$ cat src/rtl/emi_seq_pkg.sv
package emi_seq_pkg;
  localparam int PH_W  = 4;
  localparam int DRV_W = 3;
  localparam int REL_W = 2;

  typedef struct packed {
    logic [REL_W-1:0] rel;
    logic [PH_W-1:0]  wb_off;
    logic [PH_W-1:0]  wb_on;
    logic [PH_W-1:0]  oe_on;
    logic [PH_W-1:0]  ce_off;
    logic [PH_W-1:0]  ce_on;
    logic [PH_W-1:0]  dur;
    logic [DRV_W-1:0] drv;
    logic             wait_en;
  } bank_cfg_t;

  localparam int CFG_W = $bits(bank_cfg_t);

  typedef enum logic [1:0] {ST_IDLE, ST_ACC, ST_REL} seq_st_e;
endpackage

$ cat src/rtl/strobe_window.sv
module strobe_window #(
  parameter int W = 5
) (
  input  logic [W-1:0] pos_i,
  input  logic [W-1:0] start_i,
  input  logic [W-1:0] stop_i,
  output logic         on_o
);
  assign on_o = (pos_i >= start_i) && (pos_i < stop_i);
endmodule

$ cat src/rtl/seq_limits.sv
module seq_limits
  import emi_seq_pkg::*;
#(
  parameter int PW = PH_W + 1
) (
  input  bank_cfg_t     cfg_i,
  input  logic          wr_i,
  output logic [PW-1:0] len_o,
  output logic [PW-1:0] ce_stop_o,
  output logic [PW-1:0] wb_stop_o,
  output logic [PW-1:0] hold_o
);
  logic [PW-1:0] ce_off_w, wb_off_w, first_w;

  assign ce_off_w  = PW'(cfg_i.ce_off);
  assign wb_off_w  = PW'(cfg_i.wb_off);
  assign len_o     = (cfg_i.dur == '0) ? PW'(1) : PW'(cfg_i.dur);
  assign ce_stop_o = (len_o > ce_off_w) ? len_o - ce_off_w : '0;
  assign wb_stop_o = (len_o > wb_off_w) ? len_o - wb_off_w : '0;

  // counter freezes one phase before the earliest programmed release
  always_comb begin
    first_w = ce_stop_o;
    if (wr_i && (wb_stop_o < first_w)) first_w = wb_stop_o;
  end
  assign hold_o = (first_w == '0) ? '0 : first_w - PW'(1);
endmodule

$ cat src/rtl/emi_strobe_seq.sv
module emi_strobe_seq
  import emi_seq_pkg::*;
#(
  parameter int NUM_BANKS = 4,
  localparam int BANK_W = (NUM_BANKS > 1) ? $clog2(NUM_BANKS) : 1,
  localparam int PW     = PH_W + 1,
  localparam int RC_W   = REL_W + 1,
  localparam int NWIN   = 4
) (
  input  logic                       clk_i,
  input  logic                       rst_ni,
  input  logic                       req_i,
  input  logic                       we_i,
  input  logic [BANK_W-1:0]          bank_i,
  input  logic [NUM_BANKS*CFG_W-1:0] cfg_i,
  input  logic                       wait_i,
  output logic                       ce_no,
  output logic                       oe_no,
  output logic                       wb_no,
  output logic                       dout_en_o,
  output logic                       done_o,
  output logic                       busy_o
);
  seq_st_e       st_q;
  bank_cfg_t     cfg_q, sel_cfg;
  logic          wr_q;
  logic [PW-1:0] ph_q;
  logic [RC_W-1:0] rel_q;

  logic [PW-1:0] len_w, ce_stop_w, wb_stop_w, hold_w;
  logic [PW-1:0] win_start [NWIN];
  logic [PW-1:0] win_stop  [NWIN];
  logic [NWIN-1:0] win_on;
  logic          acc, stall, last;

  assign sel_cfg = bank_cfg_t'(cfg_i[bank_i*CFG_W +: CFG_W]);

  seq_limits #(.PW(PW)) u_limits (
    .cfg_i    (cfg_q),
    .wr_i     (wr_q),
    .len_o    (len_w),
    .ce_stop_o(ce_stop_w),
    .wb_stop_o(wb_stop_w),
    .hold_o   (hold_w)
  );

  // window 0: chip enable, 1: output enable, 2: write strobe, 3: data drive
  assign win_start[0] = PW'(cfg_q.ce_on);
  assign win_stop[0]  = ce_stop_w;
  assign win_start[1] = PW'(cfg_q.oe_on);
  assign win_stop[1]  = len_w;
  assign win_start[2] = PW'(cfg_q.wb_on);
  assign win_stop[2]  = wb_stop_w;
  assign win_start[3] = PW'(cfg_q.drv);
  assign win_stop[3]  = len_w;

  for (genvar gi = 0; gi < NWIN; gi++) begin : g_win
    strobe_window #(.W(PW)) u_win (
      .pos_i  (ph_q),
      .start_i(win_start[gi]),
      .stop_i (win_stop[gi]),
      .on_o   (win_on[gi])
    );
  end

  assign acc   = (st_q == ST_ACC);
  assign stall = acc && cfg_q.wait_en && wait_i && (ph_q == hold_w);
  assign last  = (ph_q == len_w - PW'(1));

  always_ff @(posedge clk_i or negedge rst_ni) begin
    if (!rst_ni) begin
      st_q  <= ST_IDLE;
      cfg_q <= '0;
      wr_q  <= 1'b0;
      ph_q  <= '0;
      rel_q <= '0;
    end else begin
      unique case (st_q)
        ST_IDLE: if (req_i) begin
          st_q  <= ST_ACC;
          cfg_q <= sel_cfg;
          wr_q  <= we_i;
          ph_q  <= '0;
        end
        ST_ACC: if (!stall) begin
          if (last) begin
            ph_q <= '0;
            if (cfg_q.rel == '0) st_q <= ST_IDLE;
            else begin
              st_q  <= ST_REL;
              rel_q <= {cfg_q.rel, 1'b0} - RC_W'(1);
            end
          end else begin
            ph_q <= ph_q + PW'(1);
          end
        end
        ST_REL: begin
          if (rel_q == '0) st_q <= ST_IDLE;
          else             rel_q <= rel_q - RC_W'(1);
        end
        default: st_q <= ST_IDLE;
      endcase
    end
  end

  assign ce_no     = ~(acc && win_on[0]);
  assign oe_no     = ~(acc && !wr_q && win_on[1]);
  assign wb_no     = ~(acc && wr_q && win_on[2]);
  assign dout_en_o = acc && wr_q && win_on[3];
  assign done_o    = acc && last && !stall;
  assign busy_o    = (st_q != ST_IDLE);
endmodule

$ cat config.mk
export PLATFORM = sky130hd
export DESIGN_NAME = emi_strobe_seq
export DESIGN_NICKNAME = d
export VERILOG_FILES = /design/src/rtl/emi_seq_pkg.sv /design/src/rtl/strobe_window.sv /design/src/rtl/seq_limits.sv /design/src/rtl/emi_strobe_seq.sv
export SDC_FILE = /design/constraint.sdc
export NUM_CORES = 1
export LEC_CHECK = 0
export BUFFER_PORTS_ARGS = -buffer_cell sky130_fd_sc_hd__buf_2
export CAP_MARGIN = 10
export CORE_MARGIN = 3
export CORE_UTILIZATION = 32
export DETAILED_ROUTE_END_ITERATION = 10
export MAX_ROUTING_LAYER = met4
export PLACE_DENSITY = 0.52
export REMOVE_ABC_BUFFERS = 1
export SYNTH_ARGS = -nofsm -noshare
export SYNTH_HDL_FRONTEND = slang
export SYNTH_SLANG_ARGS = --single-unit
$ cat constraint.sdc
create_clock -name clk_i -period 9.8 [get_ports clk_i]
set_clock_uncertainty 0.1 [all_clocks]
set_input_delay 0.49 -clock clk_i [delete_from_list [all_inputs] [get_ports clk_i]]
set_output_delay 0.49 -clock clk_i [all_outputs]
set_load 0.01 [all_outputs]
# Word-level counts from Yosys, hierarchy flattened
# Cells that the tools add are included.
dict set report word_totals {
  out_inout_bits 6
  in_bits 127
  register_bits 41
  word_cells 95
}
dict set report op_classes {
  n_mul 1
  n_eq_ne 10
  n_addsub 7
  order_cmp 10
  muxes 20
  n_reduce_logical 30
  bitwise_logic 3
  shift 1
}
# cell count
set ops {}
lappend ops {{$shiftx A120 B8 Y30} 1}
lappend ops {{$mux W5} 7}
lappend ops {{$logic_and A1 B1 Y1} 16}
lappend ops {{$ge A5 B4 Y1} 3}
lappend ops {{$lt A5 B5 Y1} 3}
lappend ops {{$mux W3} 4}
lappend ops {{$eq A5 B5 Y1} 2}
lappend ops {{$gt A5 B4 Y1} 2}
lappend ops {{$mux W2} 5}
lappend ops {{$ne A2 B2 Y1 const B} 5}
lappend ops {{$pmux W5 S2} 1}
lappend ops {{$sub A5 B1 Y5 const B} 2}
lappend ops {{$sub A5 B4 Y5} 2}
lappend ops {{$mul A2 B4 Y6 const B} 1}
lappend ops {{$pmux W2 S3} 1}
lappend ops {{$pmux W3 S2} 1}
lappend ops {{$reduce_bool A2 Y1} 3}
lappend ops {{$sub A3 B1 Y3 const B} 2}
lappend ops {{$add A5 B1 Y5 const B} 1}
lappend ops {{$ge A5 B3 Y1} 1}
lappend ops {{$logic_not A5 Y1} 1}
lappend ops {{$lt A5 B4 Y1} 1}
lappend ops {{$reduce_and A5 Y1} 1}
lappend ops {{$logic_not A2 Y1} 2}
lappend ops {{other kinds (11)} 14}

# Longest topological paths before layout
# Gate-level depths: netlist (run 1).
dict set report depth {
  depth_word 13
  ltp_mapped 22
  depth_no_buf 20
}

# Modules after synthesis
# A second synthesis (run 1) with hierarchy kept.
dict set report unflattened {
  cells_unflattened 453
  hier_area_um2 4520.6
}
# module n_inst seq_area_each_um2 cells_per_inst area_per_inst_um2
set by_module_without_submodules {}
lappend by_module_without_submodules {emi_strobe_seq 1 1026.0 215 2787.7}
lappend by_module_without_submodules {strobe_window 4 0.0 30 220.2}
lappend by_module_without_submodules {seq_limits 1 0.0 118 852.1}

# Worst setup path after synthesis (run 1)
# OpenSTA, ideal clock, no wires.
dict set report synth_timing {
  path_kind {reg-to-output}
  startpoint {register cfg_q[5] (netlist name)}
  endpoint {output done_o}
  setup_slack_ns 4.771
  n_path_buf 2
  arrival_time_ns 4.439
  path_stages_with_launch 23
  path_cell_list {dfrtp_1 buf_2 nor3_1 or2_2 inv_1 ha_1 inv_1 ha_1 nor2b_1 a311o_1 o21ai_2 inv_1 ha_1 a211oi_1 o21ai_1 a21o_1 nor2_1 mux2_2 mux2_2 nand4b_1 or2_1 buf_6 nor2b_1}
}
dict set report synth_via {
  elab_chain_len 13
}
# element line
set synth_lines {}
lappend synth_lines {{start: declaration} emi_strobe_seq.sv:25} ;# bank_cfg_t cfg_q, sel_cfg;
lappend synth_lines {{start signal: assignment} emi_strobe_seq.sv:81} ;# cfg_q <= sel_cfg;
lappend synth_lines {{$logic_not A4 Y1} seq_limits.sv:17} ;# assign len_o = (cfg_i.dur == '0) ? PW'(1) : PW'(cfg_i.dur);
lappend synth_lines {{$mux W4 (*)} seq_limits.sv:17}
lappend synth_lines {{$sub A5 B4 Y5 (tied with other cells)} seq_limits.sv:19} ;# assign wb_stop_o = (len_o > wb_off_w) ? len_o - wb_off_w : '0;
lappend synth_lines {{$mux W5, on equally long branches} {seq_limits.sv:19, seq_limits.sv:18}}
lappend synth_lines {{$lt A5 B5 Y1} seq_limits.sv:24} ;# if (wr_i && (wb_stop_o < first_w)) first_w = wb_stop_o;
lappend synth_lines {{$logic_and A1 B1 Y1} seq_limits.sv:24}
lappend synth_lines {{$mux W5} seq_limits.sv:24}
lappend synth_lines {{$sub A5 B1 Y5 or $logic_not A5 Y1 (tied branches)} seq_limits.sv:26} ;# assign hold_o = (first_w == '0) ? '0 : first_w - PW'(1);
lappend synth_lines {{$mux W5} seq_limits.sv:26}
lappend synth_lines {{$eq A5 B5 Y1} emi_strobe_seq.sv:67} ;# assign stall = acc && cfg_q.wait_en && wait_i && (ph_q == hold_w);
lappend synth_lines {{$logic_and A1 B1 Y1} emi_strobe_seq.sv:67}
lappend synth_lines {{$logic_not A1 Y1} emi_strobe_seq.sv:110} ;# assign done_o = acc && last && !stall;
lappend synth_lines {{$logic_and A1 B1 Y1 (*)} emi_strobe_seq.sv:110}
lappend synth_lines {{end: declaration} emi_strobe_seq.sv:21} ;# output logic done_o,
# Mark *: on every way between the ends. The rest lies on a longest branch, timed or not.

# Final worst setup path (run 1)
# Ends and elaborated chain as after synthesis.

==> out/results.ini, run 1 <==
[status]
run_status = finished clean

[pwr]
vdd.ir_drop.worst_mv = 0.155
total_power_after_layout_mw = 2.07
leakage_nw = 2.43
power_per_cell_area_nw_per_um2 = 399

[synthesis]
synth_cells = 440
synth_area_um2 = 4190
synth.yosys.warnings = 0
yosys_most_used_dff = dfrtp_1
postSynth.asyncResetShare_pct = 100
sequential_cell_area_fraction_in_the_yosys_report_pct = 24.5
yosysUniqueCellTypes = 69
register_bit_total_from_synthesis = 41
synth_enable_flop_cells = 0
post_synth.cell_area_avg_um2 = 9.51

[global_route]
grt_antenna_before_repair = 0
grt-ovfl-total = 0
global_route_wire_length_before_repair_mm = 18.5
vias_in_the_first_global_route = 3866
maximum_number_of_pins_on_one_net_before_global_route_repair = 48
gr-usage-all-layers_pct = 15.9

[routing]
ant_nets = 0
drt-vias-per-instance = 5.11
route.vias.total = 3753
drc = 0
drt_first_pass_iters = 4
routed_wire_length_per_instance_um = 15.1
dr.first_iter.drc_count = 219
finalWirelength_mm = 11.1

[clock_network]
postCtsHoldBufs = 0
clkLatencyLatePin_ns = 0.29
cts-buffers-inserted = 5
ctsHtreeMaxLevel = 2
cts_resized = 0
cts_buffer_depth = 2
tritoncts = done
clockRootBuffer = clkbuf_16
sinks_on_the_clock_net = 41
cts.clk_slew.worst_paths_ns = 0.07
postCtsSetupBuffers = 0

[worst_setup_path]
setup.reg_to_reg.worst_slack_ns = 4.41
capturing_point_of_the_worst_reg2reg_path = ph_q[4]
worstReg2RegStart = cfg_q[5]
worstSetupEndpointType = output port
crit_type = flop to output port
rr_worst_depth = 20
path_max_fanout = 12
start_kind = flop
cp_data_required_time_ns = 9.21
worst-endpoint-arrival_ns = 5.47

[final_layout]
finish.cell_count_without_fillers = 734
nFillCells = 1334
fin_area_um2 = 5190
layout_common_cells = buf_2, inv_1, ha_1
areaGrowthSynthToFinish_pct = 23.9
n_antenna_cell = 0
post_route_cells_drive_above_1_share_pct = 36.5
final_nets = 731
final_common_cell = buf_2
fin_util_pct = 40.8

[timing]
fin_crit_ns = 6.06
worst_slew_pin_slew_ns = 0.947
worst_slew_margin_rel_pct = 36.9
total_negative_slack_ns = 0
grt_setup_unrepaired = false
finalSetupViolations = 0
max_freq_mhz = 165
drv_slew = 0
min_period_over_period_pct = 61.9
hold_viol_final = 0

[placed_design]
total_instance_count_after_detailed_placement = 726
placed_cell_area_um2 = 4990
detailedPlacementHpwl_mm = 8.77
place.gp.congestion = 0.825
number_of_buffers_added_on_ports = 132

[floorplanning]
x_dimension_of_the_die_um = 120
fp.dieArea_um2 = 14500
ios = 133
core_um2 = 12700
floorplan.initialDensity_pct = 32.9
die_y_um = 120
core.rowCount = 41

[min_path]
hold_path.class = input port to async pin

[run]
maxCapViolCount = 0

power breakdown:
group	internal, mW	switching, mW	leakage (nW)	total [mW]
Sequential	0.251	0.0887	0.498	0.340
Clock	0.147	0.0744	0.0944	0.222
Combinational	0.645	0.867	1.84	1.51
Total	1.04	1.03	2.43	2.07
critical path, stage by stage, from the launching register on:
cell	delay, ns
dfrtp_1	0.60
nor3_1	0.10
or2_2	0.30
inv_1	0.08
ha_1	0.25
inv_1	0.07
ha_1	0.20
nor2b_1	0.13
a311o_1	0.33
o21ai_2	0.18
inv_1	0.09
ha_1	0.32
a211oi_1	0.09
o21ai_1	0.47
nor2_1	0.14
a22o_1	0.35
o41ai_1	0.40
mux2i_1	0.13
a31oi_1	0.34
or2_1	0.28
nor2b_1	0.17
buf_2	0.14
state kept, by name (all words and copies together) (netlist names):
register,flops
ph_q,5
cfg_q,30
rel_q,3
st_q,2
wr_q,1
worst max path at each step:
stage | start | to | depth (start not counted)
after floorplan | cfg_q[5] | done_o | 20
after global placement | cfg_q[5] | done_o | 21
after CTS | cfg_q[5] | done_o | 21
after global routing | cfg_q[5] | done_o | 21
final | cfg_q[5] | done_o | 21
after detailed placement | cfg_q[5] | done_o | 21
metrics by stage:
step           worst slack, ns  hold WS (ns)
2_1_floorplan             4.80        0.0944
3_3_place_gp              4.30         0.395
3_5_place_dp              4.10         0.403
4_1_cts                   3.79         0.294
5_1_grt                   3.29         0.323
6_report                  3.74         0.234
metal layers:
| metal | vias up | GRT usage, % | part of all wire [%] |
|---|---|---|---|
| li1 | 1871 | - | - |
| met1 | 1771 | 22.1 | 48 |
| met2 | 104 | 25.7 | 48 |
| met3 | 7 | 1.45 | 3.6 |
| met4 | 0 | 3.19 | 0.88 |
| met5 | - | - | 0 |
final cells by class:
class	instances	area, um^2	area share (%)
well taps	172	215	4.15
inverters	46	173	3.33
flip-flops and latches	41	1030	19.8
repair buffers	133	668	12.9
clock buffers	5	125	2.41
clock inverters	3	68.8	1.33
multi-input cells	334	2910	56.1
kinds of logic (layout without fill, tap and decap cells):
logic type | Yosys count | in the layout | synth area share [%]
and+or+nand+nor | 132 | 132 | 16.3
AOI/OAI and AO/OA | 106 | 106 | 18.1
buffers and inverters | 65 | 187 | 6.10
muxes | 48 | 48 | 21.0
adders and majority gates | 43 | 43 | 12.9
DFF | 41 | 41 | 24.5
xor gates and xnor gates | 5 | 5 | 1.23
Yosys cell counts (5+ instances only):
cell,number,area (um^2)
a21oi_1,8,40.0
inv_1,46,173
ha_1,43,538
dfrtp_1,41,1030
and3_1,5,31.3
clkbuf_1,12,45.0
a211oi_1,6,45.0
o21ai_0,37,185
a21o_1,6,45.0
nor3b_1,5,37.5
nand2_1,36,135
nor3_1,11,55.1
nand3_1,8,40.0
nand2b_1,9,56.3
o21a_1,5,37.5
nor2_1,24,90.1
mux2_2,16,180
mux4_2,30,676
nor2b_1,9,56.3
Note: power is estimated with default switching activity, not from simulation.
==> run 2: changes to the inputs <==
Settings changed: ABC_AREA from default to 1, PLACE_DENSITY 0.52 to 0.55.
Clock period 9.8 ns to 4.9 ns, I/O delays scaled along.
==> out/results.ini, run 2 <==
[worst_setup_path]
worst_path_max_delay_cell = dfrtp_2  ; was dfrtp_1
cp_data_required_time_ns = 4.55  ; was 9.21 ns
critPathMaxStageDelay_ns = 0.45  ; was 0.60 ns
critPathLaunch = cfg_q[5]  ; unchanged
path_max_fanout = 8  ; was 12
worstReg2RegStart = cfg_q[5]  ; unchanged
worst-endpoint-arrival_ns = 4.20  ; was 5.47 ns
worstSetupEndpointType = output port  ; unchanged
crit_type = flop to output port  ; unchanged
library_cell_appearing_most_often_on_the_critical_path = nand2_1
start_kind = flop  ; unchanged

[routing]
finalWirelength_mm = 12.0  ; was 11.1 mm
top_signal_layer_used = met4  ; unchanged
dr_wl_met2_mm = 5.87  ; was 5.27 mm
wire_length_on_met3_um = 384  ; was 396 um
met1Wirelength_mm = 5.61  ; was 5.29 mm
routed_wire_length_per_instance_um = 13.1  ; was 15.1 um
dr.first_iter.drc_count = 204  ; was 219
drt-vias-per-instance = 4.91  ; was 5.11
route.vias.total = 4489  ; was 3753
drt_first_pass_iters = 4  ; unchanged
ant_nets = 0  ; unchanged
drc = 0  ; unchanged

[floorplanning]
x_dimension_of_the_die_um = 120  ; about the same
fp.dieArea_um2 = 14400  ; was 14500 um^2
core_um2 = 12400  ; was 12700 um^2
die_y_um = 120  ; about the same
ios = 133  ; unchanged
floorplan.initialDensity_pct = 33.6  ; was 32.9%
core.rowCount = 40  ; was 41

[synthesis]
synth_enable_flop_cells = 0  ; unchanged
ys_top_cells_by_area = dfrtp_1, ha_1, o21ai_0, nor2_1, nand2_1  ; was dfrtp_1, mux4_2, ha_1, o21ai_0, mux2_2
post-synth-top-area-fraction_pct = 24.7  ; was 24.5%
sequential_cell_area_fraction_in_the_yosys_report_pct = 24.7  ; was 24.5%
synthMostInstantiatedCell = nor2_1  ; was inv_1
synth_cells = 630  ; was 440
synthTopCellsByCount = nor2_1, o21ai_0, nand2_1  ; was inv_1, ha_1, dfrtp_1
yosysUniqueCellTypes = 39  ; was 69
yosys_most_used_dff = dfrtp_1  ; unchanged
synth_area_um2 = 4150  ; was 4190 um^2
synth.yosys.warnings = 0  ; unchanged
postSynth.asyncResetShare_pct = 100  ; unchanged
register_bit_total_from_synthesis = 41  ; unchanged
post_synth.cell_area_avg_um2 = 6.59  ; was 9.51 um^2
synth_top_area_cell = dfrtp_1  ; unchanged

[status]
violations = negative hold slack
run_status = finished with violations  ; was finished clean

[pwr]
power_frac_clock_pct = 9.2  ; was 10.7%
power_per_cell_area_nw_per_um2 = 806  ; was 399 nW/um^2
leakage_nw = 2.65  ; was 2.43 nW
combinationalPowerShare_pct = 75.5  ; was 72.9%
seq_power_share_pct = 15.3  ; was 16.4%
switching_power_mw = 2.29  ; was 1.03 mW
netSwitchingFraction_pct = 55.1  ; was 49.7%
cell_internal_pwr_mw = 1.86  ; was 1.04 mW
vdd.ir_drop.worst_mv = 0.375  ; was 0.155 mV

[final_layout]
n_antenna_cell = 0  ; unchanged
post_route_cells_drive_above_1_share_pct = 24.5  ; was 36.5%
final_common_cell = buf_2  ; unchanged
max_flop_register = cfg_q  ; unchanged
final_nets = 916  ; was 731
reg_top3 = cfg_q (30), ph_q (5), rel_q (3)  ; unchanged
layout_common_cells = buf_2, nor2_1, o21ai_0  ; was buf_2, inv_1, ha_1
nFillCells = 1324  ; was 1334
largest_register_ff_count = 30  ; unchanged
areaGrowthSynthToFinish_pct = 24.1  ; was 23.9%

[clock_network]
clkLatencyLatePin_ns = 0.29  ; about the same
postCtsSetupBuffers = 0  ; unchanged
ctsHtreeMaxLevel = 2  ; unchanged
postCtsHoldBufs = 0  ; unchanged
sinks_on_the_clock_net = 41  ; unchanged
cts-buffers-inserted = 5  ; unchanged
cts.clk_slew.worst_paths_ns = 0.06  ; was 0.07 ns
tritoncts = done  ; unchanged
clockRootBuffer = clkbuf_16  ; unchanged
cts_resized = 0  ; unchanged
cts_buffer_depth = 2  ; unchanged

[timing]
finalSetupViolations = 0  ; unchanged
fin_crit_ns = 4.54
hold_viol_final = 6  ; was 0
worst_slew_pin_slew_ns = 0.951  ; was 0.947 ns
max_freq_mhz = 220
worst_slew_margin_rel_pct = 36.6  ; was 36.9%
drv_slew = 0  ; unchanged
min_period_over_period_pct = 92.7
total_negative_slack_ns = 0  ; unchanged
final.hold.worst_slack_ns = -0.00812  ; was 0.234 ns
final.setup.worst_slack_ns = 0.358  ; was 3.74 ns

[global_route]
vias_in_the_first_global_route = 4363  ; was 3866
gr-usage-all-layers_pct = 17.1  ; was 15.9%
grt_antenna_before_repair = 0  ; unchanged
grt-ovfl-total = 0  ; unchanged
global_route_wire_length_before_repair_mm = 20.2  ; was 18.5 mm
maximum_number_of_pins_on_one_net_before_global_route_repair = 63  ; was 48

[placed_design]
detailedPlacementHpwl_mm = 9.30  ; was 8.77 mm
number_of_buffers_added_on_ports = 132  ; unchanged
place.gp.congestion = 0.885  ; was 0.825
preCtsSetupSlack_ns = 0.459  ; was 4.10 ns

[min_path]
hold_path.class = input port to async pin  ; unchanged

[run]
maxCapViolCount = 0  ; unchanged

[run 2: worst paths after layout]
path | endpoint | slack (ns) | depth (start not counted)
min reg2reg | rel_q[1] | 0.40 | 2
min in group clk_i | wr_q | 0.13 | 3
max | done_o | 0.36 | 28
max reg2reg | ph_q[1] | 0.65 | 30
max in group asynchronous | cfg_q[5] | 4.04 | 1
min | rel_q[1] | -0.008 | 1
[run 2: final cells by class]
type	count	area, um^2	area share, %
Timing Repair Buffer	135	683	13.3
Sequential cell	41	1030	19.9
Inverter	84	315	6.12
Tap cell	168	210	4.08
Multi-Input combinational cell	479	2750	53.4
Clock inverter	2	38.8	0.753
Clock buffer	6	129	2.50
[run 2: per-layer routing]
layer  vias up  global-route usage [%]
met2        84                    28.9
met1      2064                    22.3
li1       2328                       -
met4         0                    3.87
met5         -                       -
met3        13                    1.46
[run 2: worst max-delay path, delay by kind of cell, from the launching register on]
kind,cells,cell delay [ns]
buffers and inverters,5,0.55
AOI/OAI and AO/OA,4,0.70
adders and majority gates,2,0.46
DFF,1,0.45
and+or+nand+nor,17,1.75
[run 2: power groups by stage]
stage | Combinational (mW) | Clock, mW | Sequential (mW)
2_1_floorplan | 2.37 | 0 | 0.587
3_3_place_gp | 2.90 | 0 | 0.632
3_5_place_dp | 3.01 | 0 | 0.636
4_1_cts | 3.03 | 0.392 | 0.630
5_1_grt | 3.60 | 0.410 | 0.655
6_report | 3.14 | 0.382 | 0.634
[run 2: logic make-up after synthesis]
logic type | count (synthesis) | synth area share (%)
AO/OA/AOI/OAI | 157 | 20.9
XOR/XNOR | 8 | 1.69
adder cells (fa/ha/maj) | 43 | 13.0
buffers and inverters | 111 | 10.1
flip-flops | 41 | 24.7
AND/OR/NAND/NOR | 270 | 29.7
[run 2: stage by stage]
stage / power, mW / area [um^2] / cells / util (%)
after floorplan: 2.96 / 4050 / 603 / -
after global placement: 3.54 / 4940 / 906 / 40.0
after detailed placement: 3.64 / 4940 / 906 / 40.0
after CTS: 4.05 / 5110 / 914 / 41.4
after global routing: 4.67 / 5150 / 915 / 41.7
final: 4.15 / 5150 / 915 / 41.7
